### src/rtl/ivr_pkg.sv
package ivr_pkg;
  localparam int REG_W   = 64;
  localparam int SRV_LSB = 40;
  localparam int SRV_W   = 16;
  localparam int PRI_LSB = 32;
  localparam int PRI_W   = 8;
  localparam int SRC_LSB = 29;
  localparam int SRC_W   = 3;
  localparam int PND_BIT = 24;
  localparam int LINK_W  = 2;
  localparam int DSRV_W  = SRV_W - LINK_W;
  localparam int CTRL_PRIMARY_BIT = 46;
  localparam int CTRL_SHARED_BIT  = 47;
  localparam int STAT_TOP_BIT     = 37;
  localparam logic [PRI_W-1:0] PRI_MASKED = '1;
endpackage

### src/rtl/ivr_sync.sv
module ivr_sync #(
  parameter int W = 7
) (
  input  logic         clk,
  input  logic         rst,
  input  logic [W-1:0] d,
  output logic [W-1:0] q
);
  logic [W-1:0] meta_q;

  always_ff @(posedge clk) begin
    if (rst) begin
      meta_q <= '0;
      q      <= '0;
    end else begin
      meta_q <= d;
      q      <= meta_q;
    end
  end
endmodule

### src/rtl/ivr_vector.sv
module ivr_vector
  import ivr_pkg::*;
#(
  parameter int N_SRC = 6,
  parameter int IDX   = 0
) (
  input  logic              clk,
  input  logic              rst,
  input  logic              wr_en,
  input  logic [REG_W-1:0]  wdata,
  input  logic              active,
  output logic [REG_W-1:0]  rdata,
  output logic [SRC_W-1:0]  route,
  output logic [DSRV_W-1:0] srv_out,
  output logic [PRI_W-1:0]  pri_out
);
  localparam logic [SRC_W-1:0] RESET_SRC = SRC_W'(IDX);
  localparam logic [SRC_W:0]   SRC_LIMIT = (SRC_W+1)'(N_SRC);

  logic [SRV_W-1:0] wsrv, srv_q;
  logic [PRI_W-1:0] wpri, pri_q, pri_next;
  logic [SRC_W-1:0] wsrc, src_q;
  logic             pend_q, accept;
  logic             unused_wbits;

  assign wsrv = wdata[SRV_LSB +: SRV_W];
  assign wpri = wdata[PRI_LSB +: PRI_W];
  assign wsrc = wdata[SRC_LSB +: SRC_W];
  assign unused_wbits = ^{wdata[REG_W-1:SRV_LSB+SRV_W], wdata[SRC_LSB-1:0]};
  assign accept   = {1'b0, wsrc} < SRC_LIMIT;
  assign pri_next = wr_en ? wpri : pri_q;

  always_ff @(posedge clk) begin
    if (rst) begin
      srv_q   <= '0;
      pri_q   <= PRI_MASKED;
      src_q   <= RESET_SRC;
      pend_q  <= 1'b0;
      route   <= RESET_SRC;
      srv_out <= '0;
      pri_out <= PRI_MASKED;
    end else begin
      pend_q <= active && (pri_next != PRI_MASKED);
      if (wr_en) begin
        srv_q <= wsrv;
        pri_q <= wpri;
        src_q <= wsrc;
        if (accept) begin
          route   <= wsrc;
          srv_out <= wsrv[SRV_W-1:LINK_W];
          pri_out <= wpri;
        end
      end
    end
  end

  always_comb begin
    rdata = '0;
    rdata[SRV_LSB +: SRV_W] = srv_q;
    rdata[PRI_LSB +: PRI_W] = pri_q;
    rdata[SRC_LSB +: SRC_W] = src_q;
    rdata[PND_BIT]          = pend_q;
  end


  mask_blocks_pending_chk: assert property (@(posedge clk) disable iff (rst)
    (pri_q == PRI_MASKED && !wr_en) |=> !pend_q);


  reject_keeps_route_chk: assert property (@(posedge clk) disable iff (rst)
    (wr_en && !accept) |=> ($stable(route) && $stable(pri_out) && $stable(srv_out)));


  accept_moves_route_chk: assert property (@(posedge clk) disable iff (rst)
    (wr_en && accept) |=> (route == $past(wsrc)));
endmodule

### src/rtl/ivr_line_map.sv
module ivr_line_map
  import ivr_pkg::*;
#(
  parameter int N_SRC = 6
) (
  input  logic                   clk,
  input  logic                   rst,
  input  logic [N_SRC*SRC_W-1:0] route_all,
  input  logic [N_SRC-1:0]       active,
  output logic [N_SRC-1:0]       line_q
);
  logic [N_SRC-1:0] hit;

  always_comb begin
    hit = '0;
    for (int i = 0; i < N_SRC; i++) begin
      for (int k = 0; k < N_SRC; k++) begin
        if (active[i] && route_all[i*SRC_W +: SRC_W] == SRC_W'(k)) hit[k] = 1'b1;
      end
    end
  end

  always_ff @(posedge clk) begin
    if (rst) line_q <= '0;
    else     line_q <= hit;
  end
endmodule

### src/rtl/ivr_router.sv
module ivr_router
  import ivr_pkg::*;
#(
  parameter int N_SRC  = 6,
  parameter int ADDR_W = 4
) (
  input  logic                    clk,
  input  logic                    rst,
  input  logic [N_SRC-1:0]        irq_in,
  input  logic                    aux_in,
  input  logic                    cfg_wr,
  input  logic                    cfg_rd,
  input  logic [ADDR_W-1:0]       cfg_addr,
  input  logic [REG_W-1:0]        cfg_wdata,
  output logic [REG_W-1:0]        cfg_rdata,
  output logic [N_SRC-1:0]        line_out,
  output logic [N_SRC*DSRV_W-1:0] tgt_server,
  output logic [N_SRC*PRI_W-1:0]  tgt_prio
);
  localparam int CTRL_IDX = N_SRC;
  localparam int STAT_IDX = N_SRC + 1;

  logic [N_SRC:0]           sync_q;
  logic [N_SRC-1:0]         status_q;
  logic                     aux_q;
  logic [N_SRC-1:0]         eff;
  logic [N_SRC*SRC_W-1:0]   route_all;
  logic [REG_W-1:0]         vec_rd [N_SRC];
  logic [REG_W-1:0]         ctrl_word, stat_word, rd_mux;

  ivr_sync #(.W(N_SRC+1)) u_sync (
    .clk(clk), .rst(rst), .d({aux_in, irq_in}), .q(sync_q)
  );

  always_ff @(posedge clk) begin
    if (rst) begin
      status_q <= '0;
      aux_q    <= 1'b0;
    end else begin
      status_q <= sync_q[N_SRC-1:0];
      aux_q    <= sync_q[N_SRC];
    end
  end

  always_comb begin
    eff    = status_q;
    eff[0] = status_q[0] | aux_q;
  end

  for (genvar i = 0; i < N_SRC; i++) begin : g_vec
    logic [SRC_W-1:0] route_i;
    ivr_vector #(.N_SRC(N_SRC), .IDX(i)) u_vec (
      .clk(clk), .rst(rst),
      .wr_en(cfg_wr && cfg_addr == ADDR_W'(i)),
      .wdata(cfg_wdata), .active(eff[i]),
      .rdata(vec_rd[i]), .route(route_i),
      .srv_out(tgt_server[i*DSRV_W +: DSRV_W]),
      .pri_out(tgt_prio[i*PRI_W +: PRI_W])
    );
    assign route_all[i*SRC_W +: SRC_W] = route_i;
  end

  ivr_line_map #(.N_SRC(N_SRC)) u_map (
    .clk(clk), .rst(rst), .route_all(route_all), .active(eff), .line_q(line_out)
  );

  always_comb begin
    ctrl_word = '0;
    ctrl_word[CTRL_PRIMARY_BIT] = status_q[0];
    ctrl_word[CTRL_SHARED_BIT]  = aux_q;
    stat_word = '0;
    for (int i = 1; i < N_SRC; i++) stat_word[STAT_TOP_BIT-i] = status_q[i];
    rd_mux = '1;
    for (int i = 0; i < N_SRC; i++) begin
      if (cfg_addr == ADDR_W'(i)) rd_mux = vec_rd[i];
    end
    if (cfg_addr == ADDR_W'(CTRL_IDX)) rd_mux = ctrl_word;
    if (cfg_addr == ADDR_W'(STAT_IDX)) rd_mux = stat_word;
  end

  always_ff @(posedge clk) begin
    if (rst)         cfg_rdata <= '0;
    else if (cfg_rd) cfg_rdata <= rd_mux;
  end


  shared_line_hold_chk: assert property (@(posedge clk) disable iff (rst)
    ((status_q[0] || aux_q) && route_all[SRC_W-1:0] == '0) |=> line_out[0]);


  status_follows_sync_chk: assert property (@(posedge clk) disable iff (rst)
    $rose(status_q[0]) |-> $past(sync_q[0]));
endmodule

### config.mk
export PLATFORM = sky130hd
export DESIGN_NAME = ivr_router
export DESIGN_NICKNAME = d
export VERILOG_FILES = /design/src/rtl/ivr_pkg.sv /design/src/rtl/ivr_sync.sv /design/src/rtl/ivr_vector.sv /design/src/rtl/ivr_line_map.sv /design/src/rtl/ivr_router.sv
export SDC_FILE = /design/constraint.sdc
export NUM_CORES = 1
export LEC_CHECK = 0
export BUFFER_PORTS_ARGS = -buffer_cell sky130_fd_sc_hd__buf_2
export CAP_MARGIN = 20
export CORE_MARGIN = 5
export CORE_UTILIZATION = 55
export DETAILED_ROUTE_END_ITERATION = 8
export GPL_TIMING_DRIVEN = 0
export PLACE_DENSITY_LB_ADDON = 0.05
export SLEW_MARGIN = 5
export SYNTH_ARGS = -nofsm -noshare
export SYNTH_HDL_FRONTEND = slang
export SYNTH_SLANG_ARGS = --single-unit
### constraint.sdc
create_clock -name clk -period 4.56 [get_ports clk]
set_clock_uncertainty 0.05 [all_clocks]
set_input_delay 0.456 -clock clk [delete_from_list [all_inputs] [get_ports clk]]
set_output_delay 0.456 -clock clk [all_outputs]
set_load 0.005 [all_outputs]
[After elaboration in Yosys (flattened, before gate mapping)]
Cells that the tools add are included.
Word-level totals
  flip-flop bits (word level): 409
  latch bits: 0
  memory bits (writable): 0
  bits in read-only memories: 0
  input bits: 79
  output and inout bits: 202
  word-level logic and storage cells: 204
  memories kept: 0
Cells by class
  add/subtract/negate cells: 0
  multipliers: 0
  div/mod/pow operators: 0
  order comparisons: 1
  equal/unequal tests: 43
  shift operators: 0
  multiplexer cells: 50
  bitwise gates (word level): 1
  reduce and logical (&&, ||, !) cells: 61
Operators with widths (number)
  $mux 64: 8
  $logic_and 1x1->1: 48
  $mux 8: 6
  $ne 8x8->1 const B: 6
  $eq 3x2->1 const B: 12
  $eq 3x3->1 const B: 12
  $mux 1: 36
  $eq 3x1->1 const B: 6
  $logic_not 3->1: 6
  $eq 4x3->1 const B: 4
  $reduce_and 2->1: 6
  $eq 4x2->1 const B: 2
  $eq 4x1->1 const B: 1
  $logic_not 4->1: 1
  $lt 3x3->1 const B: 1
  $or 1x1->1: 1

[Longest topological paths before layout]
Gate-level depths: netlist of the first run.
  depth in word-level cells: 9
  depth in mapped cells: 8

[Cells and area by module]
A second synthesis of the first run with hierarchy kept.
Unflattened totals
  cells, all modules: 2390
  area, all modules: 20538.4 um^2
By module, submodules not included
  ivr_router: instances 1, cells an instance 825, area an instance 6173.4 um^2
  ivr_vector at g_vec[2].u_vec ...: instances 2, cells an instance 246, area an instance 2232.1 um^2
  ivr_vector at g_vec[0].u_vec: instances 1, cells an instance 246, area an instance 2258.4 um^2
  ivr_vector at g_vec[1].u_vec: instances 1, cells an instance 246, area an instance 2237.1 um^2
  ivr_vector at g_vec[3].u_vec: instances 1, cells an instance 246, area an instance 2229.6 um^2
  ivr_vector at g_vec[5].u_vec: instances 1, cells an instance 246, area an instance 2225.9 um^2
  ivr_line_map: instances 1, cells an instance 60, area an instance 541.8 um^2
  ivr_sync: instances 1, cells an instance 29, area an instance 407.9 um^2

[Worst setup path before layout of the first run]
OpenSTA, ideal clock, no wires.
  kind: input -> register
  from: in cfg_addr[1]
  to: reg cfg_rdata[47]
  setup time: 0.115 ns
  arrival time: 1.631 ns
  data required time: 4.395 ns
  setup slack: 2.763 ns
  cell stages on the path: 6
  cell sequence: buf_4 > buf_2 > or3b_2 > o311ai_0 > o211ai_1 > and3_1
On the way
  word-level cells in the longest chain between the ends: 9
  elaborated cells between the ends (all ways): 16
  those cells by class: eq/ne (7); mux (8); reduce/logical (1)
Ends and longest elaborated chain
  from (decl): RTL line ivr_router.sv:13  | input logic [ADDR_W-1:0] cfg_addr,
  $logic_not 4->1: RTL line ivr_router.sv:75  | if (cfg_addr == ADDR_W'(i)) rd_mux = vec_rd[i];
  $mux 64 (6 in series): RTL line ivr_router.sv:75
  $mux 64: RTL line ivr_router.sv:77  | if (cfg_addr == ADDR_W'(CTRL_IDX)) rd_mux = ctrl_word;
  $mux 64 (*): RTL line ivr_router.sv:78  | if (cfg_addr == ADDR_W'(STAT_IDX)) rd_mux = stat_word;
  to (signal assigned): RTL line ivr_router.sv:83  | else if (cfg_rd) cfg_rdata <= rd_mux;
  to (decl): RTL line ivr_router.sv:15  | output logic [REG_W-1:0] cfg_rdata,
Mark *: on every way between the ends. The rest lies on a longest branch, timed or not.
A chain may end at the register's enable or synchronous reset.

[Worst setup path after layout of the first run]
  from: in rst
  to: reg g_vec[2].u_vec.srv_out[10]
RTL lines
  from (decl): RTL line ivr_router.sv:8  | input logic rst,
  to (signal assigned): RTL line ivr_vector.sv:50  | srv_out <= wsrv[SRV_W-1:LINK_W];
  to (decl): RTL line ivr_vector.sv:14  | output logic [DSRV_W-1:0] srv_out,
No word-level cell between the ends.

==> impl_metrics.csv, run 1 <==
group,metric,value,unit
placed_design,gp_congestion,0.9643,
placed_design,io_buffers,242,
clock_network,numCtsBuffers,40,
yosys,syn_area,15240,um2
timing,setup_ws,2.202,ns
timing,grt_setup_unrepaired,"false",
clock_network,h-tree-depth,2,
placed_design,dp_cells,2554,
floorplanning,die_area,31130,um2
critical_path,critPathArrivalTime,2.69,ns
layout,fillers,2419,
global_route,grt_usage,0.3328,
worst_hold_path,whs_path_depth,2,
clock_network,cts-resized-gates,0,
critical_path,required,4.89,ns
drt,drtIter0Drc,1816,
placed_design,dp_hpwl,37940,um
drt,routed_wl,53790,um
clock_network,clkLatencyLatePin,0.54,ns
yosys,yosys.cell_types.count,58,
timing,period_minus_slack,2.358,ns
timing,maxSlewHeadroom,0.3717,
clock_network,cts_root_buf,"clkbuf_16",
power_and_ir_drop,peakVddDrop,0.2880,mV
run,maxCapViolCount,0,
layout,fin_nets,2299,
critical_path,r2r_start,"aux_q",
drt,dr.pass1.iters,6,
timing,max_freq,424.1,MHz
yosys,seq_area_frac_synth,0.4913,
layout,drive_above_1_share,0.1897,
yosys,synthFlopType,"dfxtp_1",
critical_path,crit_path_start_kind,"primary input",
floorplanning,fp-row-count,61,
power_and_ir_drop,power.leakage,0.007560,uW
global_route,grt-ovfl-total,0,
worst_hold_path,min_from,"irq_in[4]",
clock_network,post_cts_buffers,0,
run_status,status,"finished, final reports clean",
yosys,syn_inst,1934,
yosys,synthArstFlopShare,0,
drt,drtAntennaViolNets,0,
critical_path,reg2reg_depth,4,
layout,layout_common_cells,"nand2_1 (626), dfxtp_1 (374), buf_2 (276), a21oi_1 (222), clkbuf_1 (114)",
yosys,synth_nets,2013,
layout,syn2layout_area_growth,19.30,%
critical_path,r2r-end,"u_map.line_q[0]",
clock_network,tritoncts,"done",
yosys,ys_seq_elements,374,
clock_network,clkTransAtPathRegs,0.06,ns
critical_path,ff2ff_setup_slack,2.97,ns
power_and_ir_drop,total_power,7082,uW
layout,fin_cells,2625,
yosys,synth_edf_count,0,
drt,drcViolationCount,0,
clock_network,clk_path_buf_depth,3,
timing,worstMarginPinSlew,0.9424,ns
yosys,syn_avg_cell_area,7.879,um2
floorplanning,io_pins,281,
timing,drv_slew,0,
layout,utilization,0.6598,
layout,final_common_cell,"nand2_1",
worst_hold_path,worst_hold_path_type,"primary input to flip-flop",
floorplanning,die_x,176.5,um
critical_path,end_kind,"flip-flop",
timing,finalSetupViolations,0,
drt,routedWlPerCell,20.49,um
global_route,grt_pass1_vias,14140,
clock_network,holdBufCountCts,0,
global_route,grt_pass1_wl,81410,um
global_route,grt_max_degree,38,
floorplanning,initial_core_util,0.5531,
drt,vias_per_cell,5.805,
timing,fin_crit_sh,0.5171,
timing,tns,0,ns
drt,vias,15240,
clock_network,cts_sinks,374,
global_route,antenna_found_initial,5,
floorplanning,core,27550,um2
critical_path,path_class,"primary input to flip-flop",
critical_path,cp_max_fo,10,
placed_design,post-place-ws,1.687,ns
worst_hold_path,hold_end,"u_sync.meta_q[4]",
floorplanning,dieHeight,176.5,um
power_and_ir_drop,power_density,389.5,nW/um2
yosys,synth_warnings,0,
timing,hold_viol,0,
[report_power, final]
part           internal (uW)  switching, uW  total [uW]
Sequential              3340           49.2        3390
Combinational            200            383         583
Clock                   1790           1320        3110
Total                   5330           1750        7080
[sequential cells by signal, summed over array words and instances, names as in the netlist]
signal	cells
g_vec.u_vec.srv_out	84
u_sync.meta_q	7
g_vec.u_vec.pri_out	48
aux_q	1
u_map.line_q	6
g_vec.u_vec.src_q	18
g_vec.u_vec.pend_q	6
cfg_rdata	29
g_vec.u_vec.pri_q	48
status_q	6
g_vec.u_vec.srv_q	96
g_vec.u_vec.route	18
u_sync.q	7
[cells by family after synthesis]
logic type | synth area share
multiplexers | 0.03424
AND/OR/NAND/NOR | 0.2765
AO/OA/AOI/OAI | 0.1306
buffers and inverters | 0.06733
flip-flops | 0.4913
[cell usage after synthesis, types with 3 or more instances]
cell | count | share of area
a221oi_1 | 20 | 0.011
nor2_1 | 65 | 0.016
nor2b_1 | 28 | 0.011
o221a_2 | 4 | 0.0030
nor3b_1 | 9 | 0.0044
o211ai_1 | 4 | 0.0020
nand4_1 | 17 | 0.0070
mux2i_1 | 42 | 0.028
o22ai_1 | 8 | 0.0033
buf_6 | 6 | 0.0044
nor4b_1 | 3 | 0.0017
buf_4 | 47 | 0.023
nor2_4 | 3 | 0.0022
a311oi_1 | 5 | 0.0029
buf_2 | 34 | 0.011
nand2b_1 | 20 | 0.0082
inv_1 | 8 | 0.0020
nand3_1 | 106 | 0.035
nand4b_1 | 4 | 0.0023
mux2_2 | 7 | 0.0052
o21a_1 | 4 | 0.0020
a21oi_1 | 222 | 0.073
o32a_1 | 5 | 0.0033
nand3b_1 | 7 | 0.0034
nor3_1 | 33 | 0.011
o21ai_0 | 64 | 0.021
clkbuf_1 | 103 | 0.025
a32oi_1 | 4 | 0.0023
nand2_1 | 626 | 0.15
or3b_2 | 6 | 0.0034
nor3_2 | 6 | 0.0039
and3_1 | 6 | 0.0025
dfxtp_1 | 374 | 0.49
[metal layers]
layer	part of all wire	routed length, um	vias to the layer above	global-route usage
li1	-	-	6997	-
met1	0.41	22030	7155	0.4623
met2	0.43	23330	926	0.5078
met3	0.12	6545	151	0.08758
met4	0.034	1842	8	0.1103
met5	0.00067	36	-	0
[cell type report]
type                            instances  area, um2  area share
Buffer                                193      992.2     0.05458
Timing Repair Buffer                  244       1234     0.06786
Clock buffer                           56       1134     0.06235
Tap cell                              378      473.0     0.02602
Multi-Input combinational cell       1358       6725      0.3699
Clock inverter                         12      98.84    0.005437
Inverter                                9      33.78    0.001858
Sequential cell                       374       7487      0.4118
Antenna cell                            1      2.502   0.0001376
[worst max-delay path, cell delays in order]
cell and delay (ns):
buf_2 0.13, clkbuf_1 0.52, clkbuf_1 0.77, clkbuf_1 0.69, a21oi_1 0.11
[through the flow]
step	hold WS, ns	area, um2
after CTS	0.08773	18150
after floorplan	0.3638	15240
after detailed placement	0.3740	16920
after global placement	0.3719	16920
final	0.09323	18180
after global routing	0.08968	18180
[worst max path at each step]
stage | from | end | slack [ns] | depth (start not counted)
CTS | cfg_rdata[62] | cfg_rdata[20] | 2.10 | 2
global route | rst | g_vec[2].u_vec.srv_out[10] | 2.20 | 5
finish | rst | g_vec[2].u_vec.srv_out[10] | 2.20 | 5
global placement | cfg_addr[0] | cfg_rdata[30] | 1.75 | 7
floorplan | cfg_addr[1] | cfg_rdata[47] | 2.76 | 6
detailed placement | cfg_addr[0] | cfg_rdata[30] | 1.69 | 7
No activity file was read; power rests on OpenSTA's default activity.
==> run 2, diff against run 1 <==
Settings changed: CORE_UTILIZATION 55 to 50.
Clock period 4.56 ns to 2.1 ns, I/O delays scaled along.
==> run 2 against run 1 <==
Against the previous run: non-clock buffer count is 30 higher; setup slack got worse by 2.1 ns; die area rose by 9.4%; sequential cell count stayed put; sequential power up 120%; register-to-register slack lost 2.4 ns; final area up 2.8%; cell count increased by 2.0%; via count is 2.0% lower; largest cell class unchanged.
==> impl_metrics.csv, run 2 (synthesized netlist as in run 1, its figures left out) <==
group,metric,value,unit
clock_network,clkLatencyLatePin,0.54,ns
global_route,antenna_found_initial,0,
critical_path,cp_max_fo,10,
layout,biggestRegsByFlops,"g_vec.u_vec.srv_q x96, g_vec.u_vec.srv_out x84",
drt,vias_per_cell,5.579,
critical_path,critPathArrivalTime,2.36,ns
timing,max_freq,491.6,MHz
drt,routed_wl,54550,um
layout,fin_cells,2677,
global_route,grt_pass1_vias,14030,
critical_path,crit_path_start_kind,"primary input",
clock_network,clk_path_buf_depth,3,
global_route,grt_max_degree,38,
power_and_ir_drop,power.leakage,0.007768,uW
drt,drcViolationCount,0,
floorplanning,dieHeight,184.6,um
placed_design,gp_congestion,0.9723,
clock_network,cts_root_buf,"clkbuf_16",
layout,top_register,"g_vec.u_vec.srv_q",
placed_design,dp_hpwl,38590,um
clock_network,numCtsBuffers,41,
layout,drive_above_1_share,0.1890,
placed_design,dp_cells,2572,
layout,final_common_cell,"nand2_1",
power_and_ir_drop,power_density,871.7,nW/um2
layout,largest_reg_flops,96,
floorplanning,die_area,34070,um2
placed_design,io_buffers,242,
critical_path,end_kind,"flip-flop",
layout,layout_common_cells,"nand2_1 (626), dfxtp_1 (373), buf_2 (276), a21oi_1 (222), clkbuf_1 (113)",
critical_path,required,2.43,ns
timing,maxSlewHeadroom,0.3820,
power_and_ir_drop,total_power,16290,uW
run_status,status,"finished, final reports clean",
clock_network,clkTransAtPathRegs,0.06,ns
timing,worstMarginPinSlew,0.9199,ns
timing,fin_crit_sh,0.9687,
floorplanning,fp-row-count,64,
drt,routedWlPerCell,20.38,um
floorplanning,initial_core_util,0.5021,
floorplanning,die_x,184.6,um
layout,fillers,2783,
floorplanning,core,30350,um2
timing,period_minus_slack,2.034,ns
power_and_ir_drop,peakVddDrop,0.4878,mV
critical_path,path_class,"primary input to flip-flop",
timing,grt_setup_unrepaired,"false",
clock_network,post_cts_buffers,0,
global_route,grt_pass1_wl,81450,um
drt,dr.pass1.iters,6,
clock_network,cts_sinks,374,
global_route,grt_usage,0.3073,
worst_hold_path,worst_hold_path_type,"primary input to flip-flop",
layout,syn2layout_area_growth,22.64,%
drt,drtAntennaViolNets,0,
drt,drtIter0Drc,1507,
clock_network,tritoncts,"done",
timing,finalSetupViolations,0,
clock_network,h-tree-depth,2,
timing,drv_slew,0,
drt,vias,14930,
layout,fin_nets,2330,
floorplanning,io_pins,281,
run,maxCapViolCount,0,
global_route,grt-ovfl-total,0,
layout,antenna_cells,0,
timing,hold_viol,0,
[run 2: layer usage]
metal | vias to the layer above | GRT usage | routed length (um)
li1 | 7077 | - | -
met1 | 7045 | 0.4298 | 23500
met2 | 695 | 0.4789 | 24020
met3 | 117 | 0.06394 | 5412
met4 | 0 | 0.09731 | 1626
met5 | - | 0 | 0
[run 2: per-stage QoR]
step | instance area, um2 | TNS, ns | utilization | setup slack [ns] | hold WS, ns
after floorplan | 15240 | 0 | - | 0.5495 | 0.2840
after global placement | 16950 | -27.09 | 0.5583 | -0.3473 | 0.3746
after detailed placement | 16950 | -33.07 | 0.5583 | -0.3953 | 0.3723
after CTS | 18690 | 0 | 0.6158 | 0.1354 | 0.005059
after global routing | 18690 | 0 | 0.6158 | 0.02718 | 0.03373
final | 18690 | 0 | 0.6158 | 0.06564 | 0.02951
[run 2: path summary, 6_finish.rpt]
check,cells after the start,end,start,slack (ns)
setup / recovery,5,g_vec[2].u_vec.srv_out[6],rst,0.07
hold / removal,3,g_vec[5].u_vec.route[2],cfg_wdata[31],0.03
setup reg to reg,4,u_map.line_q[0],aux_q,0.55
hold reg to reg,1,u_sync.q[2],u_sync.meta_q[2],0.38
[run 2: cell type report]
cell class	count	area (um2)	area share
multi-input cells	1358	6725	0.3599
plain buffers	193	992.2	0.05309
clock inverters	12	220.2	0.01178
inverters	9	33.78	0.001808
well taps	396	495.5	0.02651
clock buffers	61	1201	0.06427
flip-flops and latches	374	7488	0.4007
repair buffers	274	1531	0.08195
[run 2: repair_timing]
action,CTS,global route
setup endpoints to repair,36,0
hold endpoints to repair,65,0
gates resized for setup,1,0
hold buffers,32,0
[run 2: power breakdown]
group	internal (uW)	switching (uW)	total, uW
clock	4690	2930	7630
combinational	470	832	1300
sequential	7250	113	7360
[run 2: worst max-delay path: stages]
cell,delay (ns)
buf_2,0.13
clkbuf_1,0.51
clkbuf_1,0.69
clkbuf_1,0.71
a21oi_1,0.09
